$ cat config.mk
export PLATFORM = sky130hd
export DESIGN_NAME = serial_rx_port
export DESIGN_NICKNAME = d
export VERILOG_FILES = /design/src/rtl/serial_rx_pkg.sv /design/src/rtl/serial_rx_control.sv /design/src/rtl/serial_rx_datapath.sv /design/src/rtl/serial_rx_port.sv
export SDC_FILE = /design/constraint.sdc
export NUM_CORES = 1
export LEC_CHECK = 0
export ABC_CLOCK_PERIOD_IN_PS = 3800
export BUFFER_PORTS_ARGS = -buffer_cell sky130_fd_sc_hd__buf_4
export CAP_MARGIN = 20
export CORE_ASPECT_RATIO = 0.75
export CORE_MARGIN = 3
export CORE_UTILIZATION = 46
export DETAILED_ROUTE_END_ITERATION = 6
export HOLD_SLACK_MARGIN = 0.1
export SLEW_MARGIN = 5
export SYNTH_ARGS = -nofsm -noshare
export SYNTH_HDL_FRONTEND = slang
export SYNTH_SLANG_ARGS = --single-unit
$ cat constraint.sdc
create_clock -name clk -period 3.8 [get_ports clk]
set_input_delay 0.19 -clock clk [delete_from_list [all_inputs] [get_ports clk]]
set_output_delay 0.19 -clock clk [all_outputs]
set_load 0.02 [all_outputs]
$ cat src/rtl/serial_rx_pkg.sv
package serial_rx_pkg;
  // strobes from the sequencer to the datapath
  typedef struct packed {
    logic takeVote;   // store one of the two early vote samples
    logic decide;     // third vote sample: bit value is valid
    logic shiftIn;    // shift the decided bit into the data register
    logic frameEnd;   // decided bit is the stop bit, close the frame
  } rxStrobe_t;

  typedef enum logic [1:0] {RX_IDLE, RX_START, RX_BITS} rxState_t;
endpackage

$ cat src/rtl/serial_rx_control.sv
module serial_rx_control
  import serial_rx_pkg::*;
#(
  parameter int OVERSAMPLE = 16,
  parameter int DATA_W     = 8
) (
  input  logic       clk,
  input  logic       rstN,
  input  logic       tick,
  input  logic       fallEdge,
  input  logic       renEn,
  input  logic       asyncMode,
  input  logic       nineBit,
  input  logic       bitVal,
  output rxStrobe_t  strobe
);
  localparam int CNT_W  = $clog2(OVERSAMPLE);
  localparam int BIT_W  = $clog2(DATA_W + 2);
  localparam int VOTE_B = OVERSAMPLE / 2;
  localparam int VOTE_A = VOTE_B - 1;
  localparam int VOTE_C = VOTE_B + 1;
  localparam int LAST   = OVERSAMPLE - 1;

  rxState_t            state;
  logic [CNT_W-1:0]    sampleCnt;
  logic [BIT_W-1:0]    bitIdx;
  logic [BIT_W-1:0]    stopIdx;
  logic                active;

  assign stopIdx = nineBit ? BIT_W'(DATA_W + 1) : BIT_W'(DATA_W);
  assign active  = tick && (state != RX_IDLE);

  always_comb begin
    strobe = '0;
    if (active) begin
      if (sampleCnt == CNT_W'(VOTE_A) || sampleCnt == CNT_W'(VOTE_B))
        strobe.takeVote = 1'b1;
      if (sampleCnt == CNT_W'(VOTE_C)) begin
        strobe.decide = 1'b1;
        if (state == RX_BITS) begin
          if (bitIdx < stopIdx) strobe.shiftIn  = 1'b1;
          else                  strobe.frameEnd = 1'b1;
        end
      end
    end
  end

  always_ff @(posedge clk or negedge rstN) begin
    if (!rstN) begin
      state     <= RX_IDLE;
      sampleCnt <= '0;
      bitIdx    <= '0;
    end else if (tick) begin
      if (state == RX_IDLE) begin
        if (fallEdge && renEn && asyncMode) begin
          state     <= RX_START;
          sampleCnt <= CNT_W'(1);
          bitIdx    <= '0;
        end
      end else begin
        sampleCnt <= (sampleCnt == CNT_W'(LAST)) ? '0 : sampleCnt + 1'b1;
        if (sampleCnt == CNT_W'(VOTE_C)) begin
          if (state == RX_START && bitVal)        state <= RX_IDLE;
          if (state == RX_BITS && bitIdx == stopIdx) state <= RX_IDLE;
        end
        if (sampleCnt == CNT_W'(LAST)) begin
          if (state == RX_START) begin
            state  <= RX_BITS;
            bitIdx <= '0;
          end else begin
            bitIdx <= bitIdx + 1'b1;
          end
        end
      end
    end
  end


  idle_hold_chk: assert property (@(posedge clk) disable iff (!rstN)
    (state == RX_IDLE && !(renEn && asyncMode)) |=> (state == RX_IDLE));


  start_reject_chk: assert property (@(posedge clk) disable iff (!rstN)
    (state == RX_START && strobe.decide && bitVal) |=> (state == RX_IDLE));
endmodule

$ cat src/rtl/serial_rx_datapath.sv
module serial_rx_datapath
  import serial_rx_pkg::*;
#(
  parameter int DATA_W = 8,
  parameter int BUS_W  = 8
) (
  input  logic             clk,
  input  logic             rstN,
  input  logic             tick,
  input  logic             rxLine,
  input  logic             busWe,
  input  logic [1:0]       busAddr,
  input  logic [BUS_W-1:0] busWData,
  output logic [BUS_W-1:0] busRData,
  input  rxStrobe_t        strobe,
  output logic             fallEdge,
  output logic             renEn,
  output logic             asyncMode,
  output logic             nineBit,
  output logic             bitVal
);
  localparam logic [BUS_W-1:0] OPT_MASK = ~(BUS_W'(1) << 5);

  logic              rxMeta, rxSync, rxPrev;
  logic [1:0]        votes;
  logic [DATA_W:0]   shReg;
  logic [DATA_W-1:0] rxBuf, dataOut;
  logic [BUS_W-1:0]  optQ;
  logic modeHiQ, frameErrQ, modeLoQ, multiProcQ, rxEnableQ;
  logic txNinthQ, rxNinthQ, txDoneQ, rxDoneQ;
  logic feDetectEn, ctrlWr, optWr, ninthRx, accept, feSet;

  assign feDetectEn = optQ[6];
  assign ctrlWr     = busWe && busAddr == 2'd0;
  assign optWr      = busWe && busAddr == 2'd2;
  assign renEn      = rxEnableQ;
  assign asyncMode  = modeHiQ || modeLoQ;
  assign nineBit    = modeHiQ;
  assign fallEdge   = tick && rxPrev && !rxSync;
  assign bitVal     = (votes[0] & votes[1]) | (votes[0] & rxSync) | (votes[1] & rxSync);
  assign ninthRx    = shReg[DATA_W];
  assign dataOut    = nineBit ? shReg[DATA_W-1:0] : shReg[DATA_W:1];
  assign accept     = strobe.frameEnd && !rxDoneQ && (!nineBit || !multiProcQ || ninthRx);
  assign feSet      = strobe.frameEnd && feDetectEn && !bitVal;

  always_ff @(posedge clk or negedge rstN) begin
    if (!rstN) begin
      rxMeta <= 1'b1;
      rxSync <= 1'b1;
      rxPrev <= 1'b1;
      votes  <= '0;
      shReg  <= '0;
    end else begin
      rxMeta <= rxLine;
      rxSync <= rxMeta;
      if (tick)            rxPrev <= rxSync;
      if (strobe.takeVote) votes  <= {votes[0], rxSync};
      if (strobe.shiftIn)  shReg  <= {bitVal, shReg[DATA_W:1]};
    end
  end

  always_ff @(posedge clk or negedge rstN) begin
    if (!rstN) begin
      {modeHiQ, frameErrQ, modeLoQ, multiProcQ, rxEnableQ} <= '0;
      {txNinthQ, rxNinthQ, txDoneQ, rxDoneQ} <= '0;
      optQ  <= '0;
      rxBuf <= '0;
    end else begin
      if (optWr) optQ <= busWData & OPT_MASK;
      if (ctrlWr) begin
        if (feDetectEn) frameErrQ <= busWData[7];
        else            modeHiQ   <= busWData[7];
        modeLoQ    <= busWData[6];
        multiProcQ <= busWData[5];
        rxEnableQ  <= busWData[4];
        txNinthQ   <= busWData[3];
        rxNinthQ   <= busWData[2];
        txDoneQ    <= busWData[1];
        rxDoneQ    <= busWData[0];
      end
      if (feSet) frameErrQ <= 1'b1;
      if (accept) begin
        rxBuf    <= dataOut;
        rxNinthQ <= nineBit ? ninthRx : bitVal;
        rxDoneQ  <= 1'b1;
      end
    end
  end

  always_comb begin
    case (busAddr)
      2'd0:    busRData = {feDetectEn ? frameErrQ : modeHiQ, modeLoQ, multiProcQ,
                           rxEnableQ, txNinthQ, rxNinthQ, txDoneQ, rxDoneQ};
      2'd1:    busRData = BUS_W'(rxBuf);
      2'd2:    busRData = optQ;
      default: busRData = '0;
    endcase
  end


  ri_source_chk: assert property (@(posedge clk) disable iff (!rstN)
    $rose(rxDoneQ) |-> $past(strobe.frameEnd || ctrlWr));


  buf_hold_chk: assert property (@(posedge clk) disable iff (!rstN)
    rxDoneQ |=> $stable(rxBuf));


  fe_enable_chk: assert property (@(posedge clk) disable iff (!rstN)
    $rose(frameErrQ) |-> $past(feDetectEn));


  mode_keep_chk: assert property (@(posedge clk) disable iff (!rstN)
    !(ctrlWr && !feDetectEn) |=> $stable(modeHiQ));


  fe_sticky_chk: assert property (@(posedge clk) disable iff (!rstN)
    (frameErrQ && !(ctrlWr && feDetectEn && !busWData[7])) |=> frameErrQ);
endmodule

$ cat src/rtl/serial_rx_port.sv
module serial_rx_port
  import serial_rx_pkg::*;
#(
  parameter int OVERSAMPLE = 16,
  parameter int DATA_W     = 8
) (
  input  logic       clk,
  input  logic       rstN,
  input  logic       tick16,
  input  logic       rxLine,
  input  logic       busWe,
  input  logic [1:0] busAddr,
  input  logic [7:0] busWData,
  output logic [7:0] busRData
);
  rxStrobe_t strobe;
  logic fallEdge, renEn, asyncMode, nineBit, bitVal;

  serial_rx_control #(.OVERSAMPLE(OVERSAMPLE), .DATA_W(DATA_W)) ctrlU (
    .clk(clk), .rstN(rstN), .tick(tick16), .fallEdge(fallEdge), .renEn(renEn),
    .asyncMode(asyncMode), .nineBit(nineBit), .bitVal(bitVal), .strobe(strobe));

  serial_rx_datapath #(.DATA_W(DATA_W), .BUS_W(8)) dpU (
    .clk(clk), .rstN(rstN), .tick(tick16), .rxLine(rxLine), .busWe(busWe),
    .busAddr(busAddr), .busWData(busWData), .busRData(busRData), .strobe(strobe),
    .fallEdge(fallEdge), .renEn(renEn), .asyncMode(asyncMode), .nineBit(nineBit),
    .bitVal(bitVal));
endmodule

==> results_dict.tcl <==
set metrics [dict create \
    fin_nets 249 \
    htree_num_levels 2 \
    synth_compound_area_share_pct 8.45 \
    clock_path_buffers 2 \
    coreArea_sq_um 4980 \
    grt_usage_pct 17.0 \
    powerDensity_nw_per_um2 449 \
    setup_viol 0 \
    drt-initial-drc-count 56 \
    initial_utilization_pct 48.4 \
    cts_root_buffer "clkbuf_8" \
    setup_tns_ns 0 \
    drt_pass1_iterations 6 \
    synthTopCellsByArea "dfrtp_1 47%, mux2_2 15%, mux2i_1 5.0%, mux2_4 5.0%, o21ai_0 4.4%" \
    rsz0062_at_grt "no" \
    cts.clk_slew.worst_paths_ns 0.08 \
    synth_edf_count 0 \
    avgSynthCellArea_sq_um 11.8 \
    cts.sinks 48 \
    grt_pass1_vias 1575 \
    fillers 413 \
    arrival_ns 2.57 \
    startpoint_type "register" \
    path_class "reg2reg" \
    gp_congestion 0.802 \
    yosys.area_share.simple_pct 11.5 \
    dieWidth_microns 89.6 \
    ys_seq_area_share_pct 49.9 \
    synth_top_family_by_area "multiplexers" \
    synth_area_sq_um 2410 \
    grt_antenna_before_repair 0 \
    synth_xor_area_share_pct 0 \
    synth.area.mux_share_pct 24.9 \
    synth_flop_cell "dfrtp_1" \
    routed_wl_microns 4840 \
    io_buffers 22 \
    synth-adder-area-share_pct 3.01 \
    outcome "finished, final reports clean" \
    grt_max_degree 49 \
    drive_above_1_share_pct 33.0 \
    worstMarginPinSlew_ns 1.11 \
    hold_class "in2reg" \
    crit_required_ns 3.98 \
    die_area_sq_um 6160 \
    synthCells 204 \
    num_vias 1632 \
    ys_ff_latch 48 \
    synth_common_cells "45 x dfrtp_1, 32 x mux2_2, 21 x o21ai_0" \
    diodes 0 \
    timing.final.crit_share_pct 63.0 \
    end_kind "register" \
    overflow 0 \
    slew_headroom_pct 26.0 \
    drt-wirelength-per-cell_microns 16.0 \
    syn_to_final_growth_pct 14.0 \
    p_leak_nw 1.29 \
    fin_skew_ns 0.00857 \
    cts-resized-gates 0 \
    vias_per_cell 5.40 \
    path_max_fanout 15 \
    final_area_sq_um 2750 \
    cts_hold_buf 2 \
    ys_warn_count 0 \
    yosysUniqueCellTypes 38 \
    cap_violations 0 \
    synth_nets 224 \
    hold_violations 0 \
    cts_buffers 5 \
    grt_pass1_wl_microns 7890 \
    synth_top_area_cell "dfrtp_1" \
    synth.top_cell.area_share_pct 46.7 \
    worst_ir_drop_vdd_v 0.000164 \
    period_needed_ns 2.40 \
    ant_nets 0 \
    max_freq_ghz 0.418 \
    cts_setup_buffers 0 \
    post_dp_cell_area_sq_um 2640 \
    row_count 22 \
    io_pins 23 \
    clkLatencyLatePin_ns 0.29 \
    cts_tree "built" \
    detailed_place_hpwl_microns 3550 \
    async_reset_ff_share_pct 100 \
    drc 0 \
    yosysMostFrequentCell "dfrtp_1" \
    maxSlewViolCount 0 \
    die-height_microns 68.7 \
]
## metal layers
| metal | GRT usage (%) | wire length, microns | up-vias | share of wire [%] |
|---|---|---|---|---|
| met2 | 23.8 | 2000 | 34 | 41 |
| met4 | 3.90 | 24 | 0 | 0.50 |
| met1 | 26.3 | 2570 | 809 | 53 |
| li1 | - | - | 786 | - |
| met5 | 0 | 0 | - | 0 |
| met3 | 4.04 | 238 | 3 | 4.9 |
## path summary, 6_finish.rpt
path                       slack [ns]   startpoint        endpoint  cells past startpoint
setup / recovery                 1.40  dpU.nineBit    dpU.rxBuf[1]                      5
hold / removal                   0.13  busWData[5]  dpU.multiProcQ                      2
setup reg to reg                 1.40  dpU.nineBit    dpU.rxBuf[1]                      5
hold reg to reg                  0.36   dpU.rxMeta      dpU.rxSync                      0
max in group asynchronous        2.94         rstN    dpU.votes[0]                      2
min in group asynchronous        0.44         rstN     dpU.txDoneQ                      2
## sequential cells by signal, summed over array words and instances (netlist names)
signal,count
dpU.renEn,1
dpU.optQ,7
dpU.modeLoQ,1
dpU.frameErrQ,1
dpU.votes,2
dpU.rxDoneQ,1
dpU.rxMeta,1
dpU.rxSync,1
dpU.nineBit,1
dpU.rxBuf,8
dpU.shReg,9
dpU.txNinthQ,1
ctrlU.bitIdx,4
dpU.txDoneQ,1
dpU.multiProcQ,1
dpU.rxNinthQ,1
ctrlU.state,2
ctrlU.sampleCnt,4
dpU.rxPrev,1
## worst max-delay path, cell delays in order, from the launching register on
cell     delay [ns]
dfrtp_1        0.66
ha_1           0.23
or3b_1         0.40
nand4_2        0.13
a311o_1        0.51
mux2_4         0.35
## power by group
group          total [mW]  leakage (nW)  switching, mW  internal (mW)
Sequential          0.651         0.617         0.0730          0.578
Combinational       0.281         0.627          0.152          0.129
Clock               0.302        0.0455          0.154          0.148
## kinds of logic after synthesis
| group | Yosys count |
|---|---|
| AOI/OAI and AO/OA | 36 |
| adders and majority gates | 6 |
| buffers and inverters | 12 |
| DFF | 48 |
| muxes | 52 |
| and+or+nand+nor | 50 |
## cell type report
cell class / instances / area [sq um] / share of cell area [%]
Inverter: 5 / 18.8 / 0.682
Tap cell: 72 / 90.1 / 3.28
Sequential cell: 48 / 1200 / 43.8
Clock buffer: 8 / 90.1 / 3.28
Timing Repair Buffer: 25 / 193 / 7.01
Multi-Input combinational cell: 144 / 1150 / 41.9
## per-stage QoR
| stage | utilization (%) | setup slack [ns] | hold slack, ns | total power, mW | cells |
|---|---|---|---|---|---|
| 6_report | 55.2 | 1.40 | 0.126 | 1.23 | 302 |
| 4_1_cts | 55.2 | 1.40 | 0.115 | 1.25 | 302 |
| 2_1_floorplan | - | 1.99 | -0.106 | 0.832 | 204 |
| 3_3_place_gp | 53.0 | 1.48 | 0.226 | 0.917 | 292 |
| 5_1_grt | 55.2 | 1.25 | 0.122 | 1.31 | 302 |
| 3_5_place_dp | 53.0 | 1.41 | 0.239 | 0.935 | 292 |
## cell usage in the layout, fill, tap and decap left out, drive strengths merged
cell type    synthesis  layout
a21oi                8       8
a311o                1       1
and2                 1       1
and3                 1       1
and3b                3       3
buf                  3      23
clkbuf               4       8
dfrtp               45      45
dfstp                3       3
dlygate4sd3          0       2
ha                   5       5
inv                  5       5
maj3                 1       1
mux2                40      40
mux2i               12      12
nand2               14      14
nand2b               1       1
nand3                3       3
nand3b               3       3
nand4                3       3
nand4b               1       1
nor2                10      10
nor2b                4       4
nor3                 1       1
nor3b                2       2
o21a                 2       2
o21ai               21      21
o22ai                1       1
o2bb2ai              1       1
o31ai                2       2
or3                  1       1
or3b                 1       1
or4                  1       1
(Power assumes the default switching activity.)
